==> src/rtl/irq_cascade_pkg.sv <==
package irq_cascade_pkg;
  localparam int unsigned ADDR_W     = 3;
  localparam int unsigned SEL_BIT    = 2;
  localparam logic        SEL_ENABLE = 1'b0;
  localparam logic        SEL_STATUS = 1'b1;
endpackage

==> src/rtl/irq_cascade_sync.sv <==
module irq_cascade_sync #(
  parameter int unsigned WIDTH = 32
) (
  input  logic             clk,
  input  logic             rst_n,
  input  logic [WIDTH-1:0] async_i,
  output logic [WIDTH-1:0] level_o
);
  logic [WIDTH-1:0] stage1_q, stage2_q;

  always_ff @(posedge clk or negedge rst_n) begin
    if (!rst_n) begin
      stage1_q <= '0;
      stage2_q <= '0;
    end else begin
      stage1_q <= async_i;
      stage2_q <= stage1_q;
    end
  end

  assign level_o = stage2_q;
endmodule

==> src/rtl/irq_cascade_regs.sv <==
module irq_cascade_regs
  import irq_cascade_pkg::*;
#(
  parameter int unsigned          NUM_LINES  = 32,
  parameter logic [NUM_LINES-1:0] WIRED_MASK = 32'h0000_0FFF
) (
  input  logic                 clk,
  input  logic                 rst_n,
  input  logic                 reg_we,
  input  logic [ADDR_W-1:0]    reg_addr,
  input  logic [NUM_LINES-1:0] reg_wdata,
  input  logic [NUM_LINES-1:0] status_i,
  output logic [NUM_LINES-1:0] enable_o,
  output logic [NUM_LINES-1:0] reg_rdata
);
  logic [NUM_LINES-1:0] enable_q;
  logic                 sel;

  assign sel = reg_addr[SEL_BIT];

  always_ff @(posedge clk or negedge rst_n) begin
    if (!rst_n)
      enable_q <= '0;
    else if (reg_we && sel == SEL_ENABLE)
      enable_q <= reg_wdata & WIRED_MASK;
  end

  always_comb begin
    if (sel == SEL_STATUS) reg_rdata = status_i & WIRED_MASK;
    else                   reg_rdata = enable_q;
  end

  assign enable_o = enable_q;

  assert_status_ro_R6: assert property (@(posedge clk) disable iff (!rst_n)
    (reg_we && sel == SEL_STATUS) |=> (enable_q == $past(enable_q)));

  assert_enable_wired_R5: assert property (@(posedge clk) disable iff (!rst_n)
    (enable_q & ~WIRED_MASK) == '0);
endmodule

==> src/rtl/irq_cascade_route.sv <==
module irq_cascade_route #(
  parameter int unsigned                           NUM_LINES   = 32,
  parameter int unsigned                           NUM_GROUPS  = 2,
  parameter logic [NUM_LINES-1:0]                  WIRED_MASK  = 32'h0000_0FFF,
  parameter logic [NUM_LINES-1:0]                  FWD_MASK    = 32'h0000_0007,
  parameter logic [NUM_GROUPS-1:0][NUM_LINES-1:0]  GROUP_MASKS = {32'h0000_0140, 32'h0000_0EB8}
) (
  input  logic                  clk,
  input  logic                  rst_n,
  input  logic [NUM_LINES-1:0]  level_i,
  input  logic [NUM_LINES-1:0]  enable_i,
  output logic [NUM_GROUPS-1:0] agg_o,
  output logic [NUM_LINES-1:0]  direct_o
);
  localparam logic [NUM_LINES-1:0] AGG_ELIGIBLE = WIRED_MASK & ~FWD_MASK;
  localparam logic [NUM_LINES-1:0] DIR_ELIGIBLE = WIRED_MASK & FWD_MASK;

  logic [NUM_LINES-1:0]  active;
  logic [NUM_GROUPS-1:0] hit;
  logic [NUM_GROUPS-1:0] agg_q;
  logic [NUM_LINES-1:0]  direct_q;

  assign active = level_i & enable_i & AGG_ELIGIBLE;

  for (genvar g = 0; g < NUM_GROUPS; g++) begin : g_group
    assign hit[g] = |(active & GROUP_MASKS[g]);
  end

  always_ff @(posedge clk or negedge rst_n) begin
    if (!rst_n) begin
      agg_q    <= '0;
      direct_q <= '0;
    end else begin
      agg_q    <= hit;
      direct_q <= level_i & DIR_ELIGIBLE;
    end
  end

  assign agg_o    = agg_q;
  assign direct_o = direct_q;

  assert_direct_gated_R4: assert property (@(posedge clk) disable iff (!rst_n)
    (direct_q & ~FWD_MASK) == '0);

  assert_direct_unwired_R5: assert property (@(posedge clk) disable iff (!rst_n)
    (direct_q & ~WIRED_MASK) == '0);

  assert_direct_follows_R3: assert property (@(posedge clk) disable iff (!rst_n)
    ##1 (direct_q == ($past(level_i) & DIR_ELIGIBLE)));

  assert_agg_needs_enable_R2: assert property (@(posedge clk) disable iff (!rst_n)
    (|agg_q) |-> $past(|(enable_i & level_i & ~FWD_MASK)));
endmodule

==> src/rtl/irq_cascade.sv <==
module irq_cascade
  import irq_cascade_pkg::*;
#(
  parameter int unsigned                          NUM_LINES   = 32,
  parameter int unsigned                          NUM_GROUPS  = 2,
  parameter logic [NUM_LINES-1:0]                 WIRED_MASK  = 32'h0000_0FFF,
  parameter logic [NUM_LINES-1:0]                 FWD_MASK    = 32'h0000_0007,
  parameter logic [NUM_GROUPS-1:0][NUM_LINES-1:0] GROUP_MASKS = {32'h0000_0140, 32'h0000_0EB8}
) (
  input  logic                  clk,
  input  logic                  rst_n,
  input  logic [NUM_LINES-1:0]  src_i,
  input  logic                  reg_we,
  input  logic [ADDR_W-1:0]     reg_addr,
  input  logic [NUM_LINES-1:0]  reg_wdata,
  output logic [NUM_LINES-1:0]  reg_rdata,
  output logic [NUM_GROUPS-1:0] agg_irq,
  output logic [NUM_LINES-1:0]  direct_irq
);
  logic [NUM_LINES-1:0] level;
  logic [NUM_LINES-1:0] enable;

  irq_cascade_sync #(.WIDTH(NUM_LINES)) u_sync (
    .clk(clk), .rst_n(rst_n), .async_i(src_i), .level_o(level)
  );

  irq_cascade_regs #(.NUM_LINES(NUM_LINES), .WIRED_MASK(WIRED_MASK)) u_regs (
    .clk(clk), .rst_n(rst_n), .reg_we(reg_we), .reg_addr(reg_addr),
    .reg_wdata(reg_wdata), .status_i(level), .enable_o(enable),
    .reg_rdata(reg_rdata)
  );

  irq_cascade_route #(
    .NUM_LINES(NUM_LINES), .NUM_GROUPS(NUM_GROUPS), .WIRED_MASK(WIRED_MASK),
    .FWD_MASK(FWD_MASK), .GROUP_MASKS(GROUP_MASKS)
  ) u_route (
    .clk(clk), .rst_n(rst_n), .level_i(level), .enable_i(enable),
    .agg_o(agg_irq), .direct_o(direct_irq)
  );

  assert_reset_quiet_R1: assert property (@(posedge clk)
    $rose(rst_n) |-> (agg_irq == '0 && direct_irq == '0));
endmodule

==> config.mk <==
export PLATFORM = sky130hd
export DESIGN_NAME = irq_cascade
export DESIGN_NICKNAME = d
export VERILOG_FILES = /design/src/rtl/irq_cascade_pkg.sv /design/src/rtl/irq_cascade_sync.sv /design/src/rtl/irq_cascade_regs.sv /design/src/rtl/irq_cascade_route.sv /design/src/rtl/irq_cascade.sv
export SDC_FILE = /design/constraint.sdc
export NUM_CORES = 1
export LEC_CHECK = 0
export BUFFER_PORTS_ARGS = -buffer_cell sky130_fd_sc_hd__buf_2
export CAP_MARGIN = 40
export CORE_ASPECT_RATIO = 1.75
export CORE_MARGIN = 2
export CORE_UTILIZATION = 51
export DETAILED_ROUTE_END_ITERATION = 6
export GPL_TIMING_DRIVEN = 0
export PLACE_DENSITY = 0.86
export RECOVER_POWER = 50
export SYNTH_ARGS = -nofsm -noshare
export SYNTH_HDL_FRONTEND = slang
export SYNTH_HIERARCHICAL = 1
export SYNTH_SLANG_ARGS = --single-unit
==> constraint.sdc <==
create_clock -name clk -period 1.4 [get_ports clk]
set_input_delay 0.07 -clock clk [delete_from_list [all_inputs] [get_ports clk]]
set_output_delay 0.07 -clock clk [all_outputs]
set_load 0.005 [all_outputs]
==> results of run 1 <==
==> per-stage QoR <==
stage	utilization [%]	worst slack, ps	cell area [µm²]	cells
final	71.9	264	2420	281
after global routing	71.9	134	2420	281
after global placement	66.3	364	2230	260
after floorplan	-	518	1950	171
after detailed placement	66.3	326	2230	260
after CTS	73.1	243	2460	281
==> worst paths after layout <==
| path | startpoint | end | cells past startpoint |
|---|---|---|---|
| setup / recovery | u_regs/enable_o[4] | reg_rdata[4] | 2 |
| hold / removal | reg_wdata[2] | u_regs/enable_o[2] | 2 |
| setup reg to reg | u_sync/level_o[7] | u_route/agg_o[0] | 2 |
| hold reg to reg | u_sync/stage1_q[3] | u_sync/level_o[3] | 0 |
| max in group asynchronous | rst_n | u_sync/stage1_q[3] | 2 |
| min in group asynchronous | rst_n | u_sync/stage1_q[1] | 2 |
==> worst max-delay path: stages (launching register included) <==
cell,delay (ps)
dfrtp_1,390
mux2_2,270
buf_2,130
==> power by group through the flow <==
| stage | registers (mW) | clock network [mW] | logic (mW) |
|---|---|---|---|
| after floorplan | 1.34 | 0 | 0.289 |
| after global placement | 1.35 | 0 | 0.415 |
| after detailed placement | 1.36 | 0 | 0.420 |
| after CTS | 1.33 | 0.833 | 0.451 |
| after global routing | 1.34 | 0.890 | 0.457 |
| final | 1.33 | 0.798 | 0.412 |
==> layer usage <==
| metal | track usage (%) | vias up | wire length (µm) |
|---|---|---|---|
| li1 | - | 528 | - |
| met1 | 14.3 | 463 | 897 |
| met2 | 29.0 | 61 | 1630 |
| met3 | 4.18 | 7 | 252 |
| met4 | 11.7 | 0 | 68 |
| met5 | 0 | - | 0 |
==> flip-flops by register name (all words and copies together) (netlist names) <==
register,cells
u_regs/enable_o,12
u_route/agg_o,2
u_sync/level_o,12
u_sync/stage1_q,12
u_route/direct_o,3
==> cell usage in the layout (no fill, tap or decap) <==
master / instances
mux2_2: 14
mux2_1: 10
clkbuf_8: 7
a22oi_1: 2
dfrtp_1: 41
clkbuf_1: 3
a222oi_1: 1
dlygate4sd3_1: 13
clkinv_2: 1
nor2b_2: 1
a22o_1: 1
conb_1: 49
buf_4: 50
buf_2: 40
buf_6: 1
nand3_1: 1
clkbuf_2: 1
==> repair_timing <==
item | in CTS | in global routing
hold endpoints to repair | 53 | 0
setup buffers | 0 | 0
hold buffers | 13 | 0
gates resized for setup | 0 | 0
==> final cells by class <==
| class | instances | area share [%] |
|---|---|---|
| multi-input cells | 79 | 20.7 |
| repair buffers | 57 | 14.3 |
| well taps | 45 | 2.33 |
| plain buffers | 51 | 16.0 |
| clock inverters | 1 | 0.207 |
| flip-flops and latches | 41 | 42.4 |
| clock buffers | 7 | 3.98 |
==> impl_metrics.toml, run 1 <==
[sta]
fmax_mhz = 880
rsz0062_at_grt = "false"
period_share_pct = 81.1
setup_viol = 0
finalMaxSlewViolations = 0
worstMarginPinSlew_ps = 943
whs_ps = 1.78
hold_violations = 0
min_period_ps = 1140
setup-tns-final_ps = 0
skew_ps = 2.41
maxSlewHeadroom_pct = 37.1

[critical_path]
crit_type = "register to output port"
worstPathMaxFanout = 3
cp-end-kind = "output port"
required_ps = 1330
start_kind = "register"
critPathArrivalTime_ps = 1070
rrSetupSlack_ps = 340

[routing]
dr.pass1.iters = 4
drc = 0
ant_nets = 0
wl_per_cell_um = 10.1
drtIter0Drc = 13
vias = 1059
routed_via_density = 3.77
routed_wl_um = 2850

[clocking]
h-tree-depth = 2
path_clk_slew_ps = 70
ctsLongestPathBuffers = 2
numCtsBuffers = 5
clock-sinks = 41
clk_latency_ps = 280
clock_tree.root_cell = "clkbuf_8"
cts_tree = "yes"

[floorplan]
die_h_um = 82.1
ios = 136
dieArea_um2 = 3990
start_util_pct = 52.8
die_w_um = 48.6
core-area_um2 = 3360
num_rows = 28

[power_and_ir_drop]
p_int_mw = 1.98
power.leakage_nw = 1.30
pwr-share-comb_pct = 16.2
p_clk_share_pct = 31.4
swShare_pct = 22.0
p_per_area_nw_per_um2 = 1050
p_seq_share_pct = 52.4
power.total_mw = 2.54
switchingPower_mw = 0.559
ir_drop_mv = 0.763

[placed_design]
place_congestion = 0.780
portBuffers = 44
place.detailed.hpwl_um = 2150

[final_layout]
area_growth_pct = 36.2
diodes = 0
drive_above_1_share_pct = 48.7
multi_input_area_um2 = 502
final_net_count = 305
n_fill_cell = 269
register_area_um2 = 1030

[global_route]
grt_remaining_overflow = 0
grt_pass1_wl_um = 4470
antenna_found_initial = 0
grt_max_degree = 42
grt_usage_pct = 15.6
grt_pass1_vias = 1002

[job]
max_cap_violations = 0

[yosys]
synth_warnings = 6
syn-cell-area_um2 = 1780
avgSynthCellArea_um2 = 14.3
synth_cells = 124

[outcome]
status = "finished, final reports clean"

[hold_path]
min_path_type = "input pin to register"
Power figures use the tool's default switching activity.
==> inputs of run 2 (changes only) <==
--- a/config.mk
+++ b/config.mk
@@ -9,10 +9,10 @@
 export CAP_MARGIN = 40
 export CORE_ASPECT_RATIO = 1.75
 export CORE_MARGIN = 2
-export CORE_UTILIZATION = 51
+export CORE_UTILIZATION = 43
 export DETAILED_ROUTE_END_ITERATION = 6
 export GPL_TIMING_DRIVEN = 0
-export PLACE_DENSITY = 0.86
+export PLACE_DENSITY = 0.78
 export RECOVER_POWER = 50
 export SYNTH_ARGS = -nofsm -noshare
 export SYNTH_HDL_FRONTEND = slang
==> constraint.sdc (replaced) <==
create_clock -name clk -period 0.9 [get_ports clk]
set_input_delay 0.045 -clock clk [delete_from_list [all_inputs] [get_ports clk]]
set_output_delay 0.045 -clock clk [all_outputs]
set_load 0.005 [all_outputs]
==> impl_metrics.toml, run 2 (same netlist as run 1, synthesis figures left out) <==
[sta]
whs_ps = 144
setup_viol = 13
fmax_mhz = 888
hold_violations = 0
fin_ws_ps = -227
finalMaxSlewViolations = 0
rsz0062_at_grt = "true"
period_share_pct = 125
skew_ps = 3.19
min_period_ps = 1130

[floorplan]
core-area_um2 = 3900
start_util_pct = 45.5
num_rows = 30
ios = 136
die_h_um = 89.0
die_w_um = 52.6
dieArea_um2 = 4680

[routing]
drc = 0
drtIter0Drc = 6
ant_nets = 0
routed_wl_um = 3330
routed_via_density = 3.89
vias = 1210
wl_per_cell_um = 10.7
dr.pass1.iters = 4

[critical_path]
critPathArrivalTime_ps = 1080
rr_endpoint = "u_route/agg_o[0]"
worstPathMaxFanout = 2
required_ps = 850
rrSetupSlack_ps = -190
worst_r2r_path_depth = 3
crit_chain = "mux2_4 > buf_6"
crit_type = "register to output port"
cp-end-kind = "output port"
max_stage_delay_ps = 400
r2r-start = "u_regs/enable_o[3]"
start_kind = "register"
worst_path_max_delay_cell = "dfrtp_1"

[global_route]
grt_usage_pct = 15.4
grt_pass1_vias = 1246
grt_pass1_wl_um = 5220
grt_remaining_overflow = 0
grt_max_degree = 38
antenna_found_initial = 0

[final_layout]
layout_common_cells = "58 x buf_4, 49 x conb_1, 41 x dfrtp_1"
diodes = 0
final_common_cell = "buf_4"
drive_above_1_share_pct = 53.6
final_net_count = 333
area_growth_pct = 57.9
instances_no_fill = 311

[clocking]
h-tree-depth = 2
clk_latency_ps = 280
cts_tree = "yes"
clock_tree.root_cell = "clkbuf_8"
numCtsBuffers = 5
path_clk_slew_ps = 70
ctsLongestPathBuffers = 2
clock-sinks = 41

[power_and_ir_drop]
p_per_area_nw_per_um2 = 1510
power.total_mw = 4.24
ir_drop_mv = 1.18
power.leakage_nw = 1.52

[hold_path]
min_path_type = "input pin to async pin"

[placed_design]
place_ws_ps = -149
dp.cells = 264
portBuffers = 44
place_congestion = 0.698
place.detailed.hpwl_um = 2320

[outcome]
status = "finished, violations left"
violations = "setup timing"

[job]
max_cap_violations = 0
-- run 2: changes by cell type in the layout (fill, tap and decap cells not counted) --
cell | previous run | this run
mux2_2 | 14 | 6
clkbuf_1 | 3 | 2
clkbuf_8 | 7 | 6
buf_4 | 50 | 58
mux2_1 | 10 | 0
dlygate4sd3_1 | 13 | 25
buf_6 | 1 | 18
clkbuf_2 | 1 | 0
clkinv_2 | 1 | 0
buf_2 | 40 | 34
mux2_4 | 0 | 18
-- run 2: power by group --
group / internal, mW / switching [mW]
sequential: 2.00 / 0.0824
combinational: 0.691 / 0.315
clock: 0.607 / 0.547
total: 3.29 / 0.944
-- run 2: per-layer routing --
| metal | GRT usage [%] | wire length, µm | vias to the layer above |
|---|---|---|---|
| met5 | 0 | 0 | - |
| met4 | 11.0 | 130 | 0 |
| met3 | 4.01 | 292 | 9 |
| met2 | 28.1 | 1790 | 65 |
| met1 | 14.1 | 1110 | 553 |
| li1 | - | - | 583 |
-- run 2: per-stage QoR --
step / util, % / cell area (µm²) / TNS [ps]
final: 71.8 / 2800 / -2750
after global routing: 71.8 / 2800 / -3360
after CTS: 69.9 / 2730 / -2730
after detailed placement: 57.7 / 2250 / -1630
after global placement: 57.2 / 2230 / -1510
after floorplan: - / 1950 / 0
-- run 2: worst max path at each step --
stage,start,to,cells after the start
finish,u_regs/enable_o[11],reg_rdata[11],2
global placement,reg_addr[2],u_regs/enable_o[0],4
detailed placement,reg_addr[2],u_regs/enable_o[4],4
global route,u_regs/enable_o[3],u_route/agg_o[0],3
CTS,u_regs/enable_o[2],reg_rdata[2],2
floorplan,u_sync/level_o[7],u_route/agg_o[0],2
-- run 2: what timing repair did --
action / CTS / global route
pin swaps: 0 / 2
endpoints found under the hold margin: 65 / 0
gates cloned: 0 / 0
setup buffers: 11 / 5
endpoints found under the setup margin: 13 / 20
hold buffers: 25 / 0
gates resized for setup: 11 / 13
-- run 2: critical path: cells and delay by family, from the launching register on --
family,cells,cell delay (ps)
buffers and inverters,1,120
DFF,1,400
muxes,1,280
-- run 2: final cells by class --
type | count | area (µm²)
Fill cell | 294 | 1100
Timing Repair Buffer | 85 | 676
Buffer | 51 | 387
Multi-Input combinational cell | 79 | 569
Tap cell | 48 | 60.1
Sequential cell | 41 | 1030
Clock buffer | 7 | 86.3
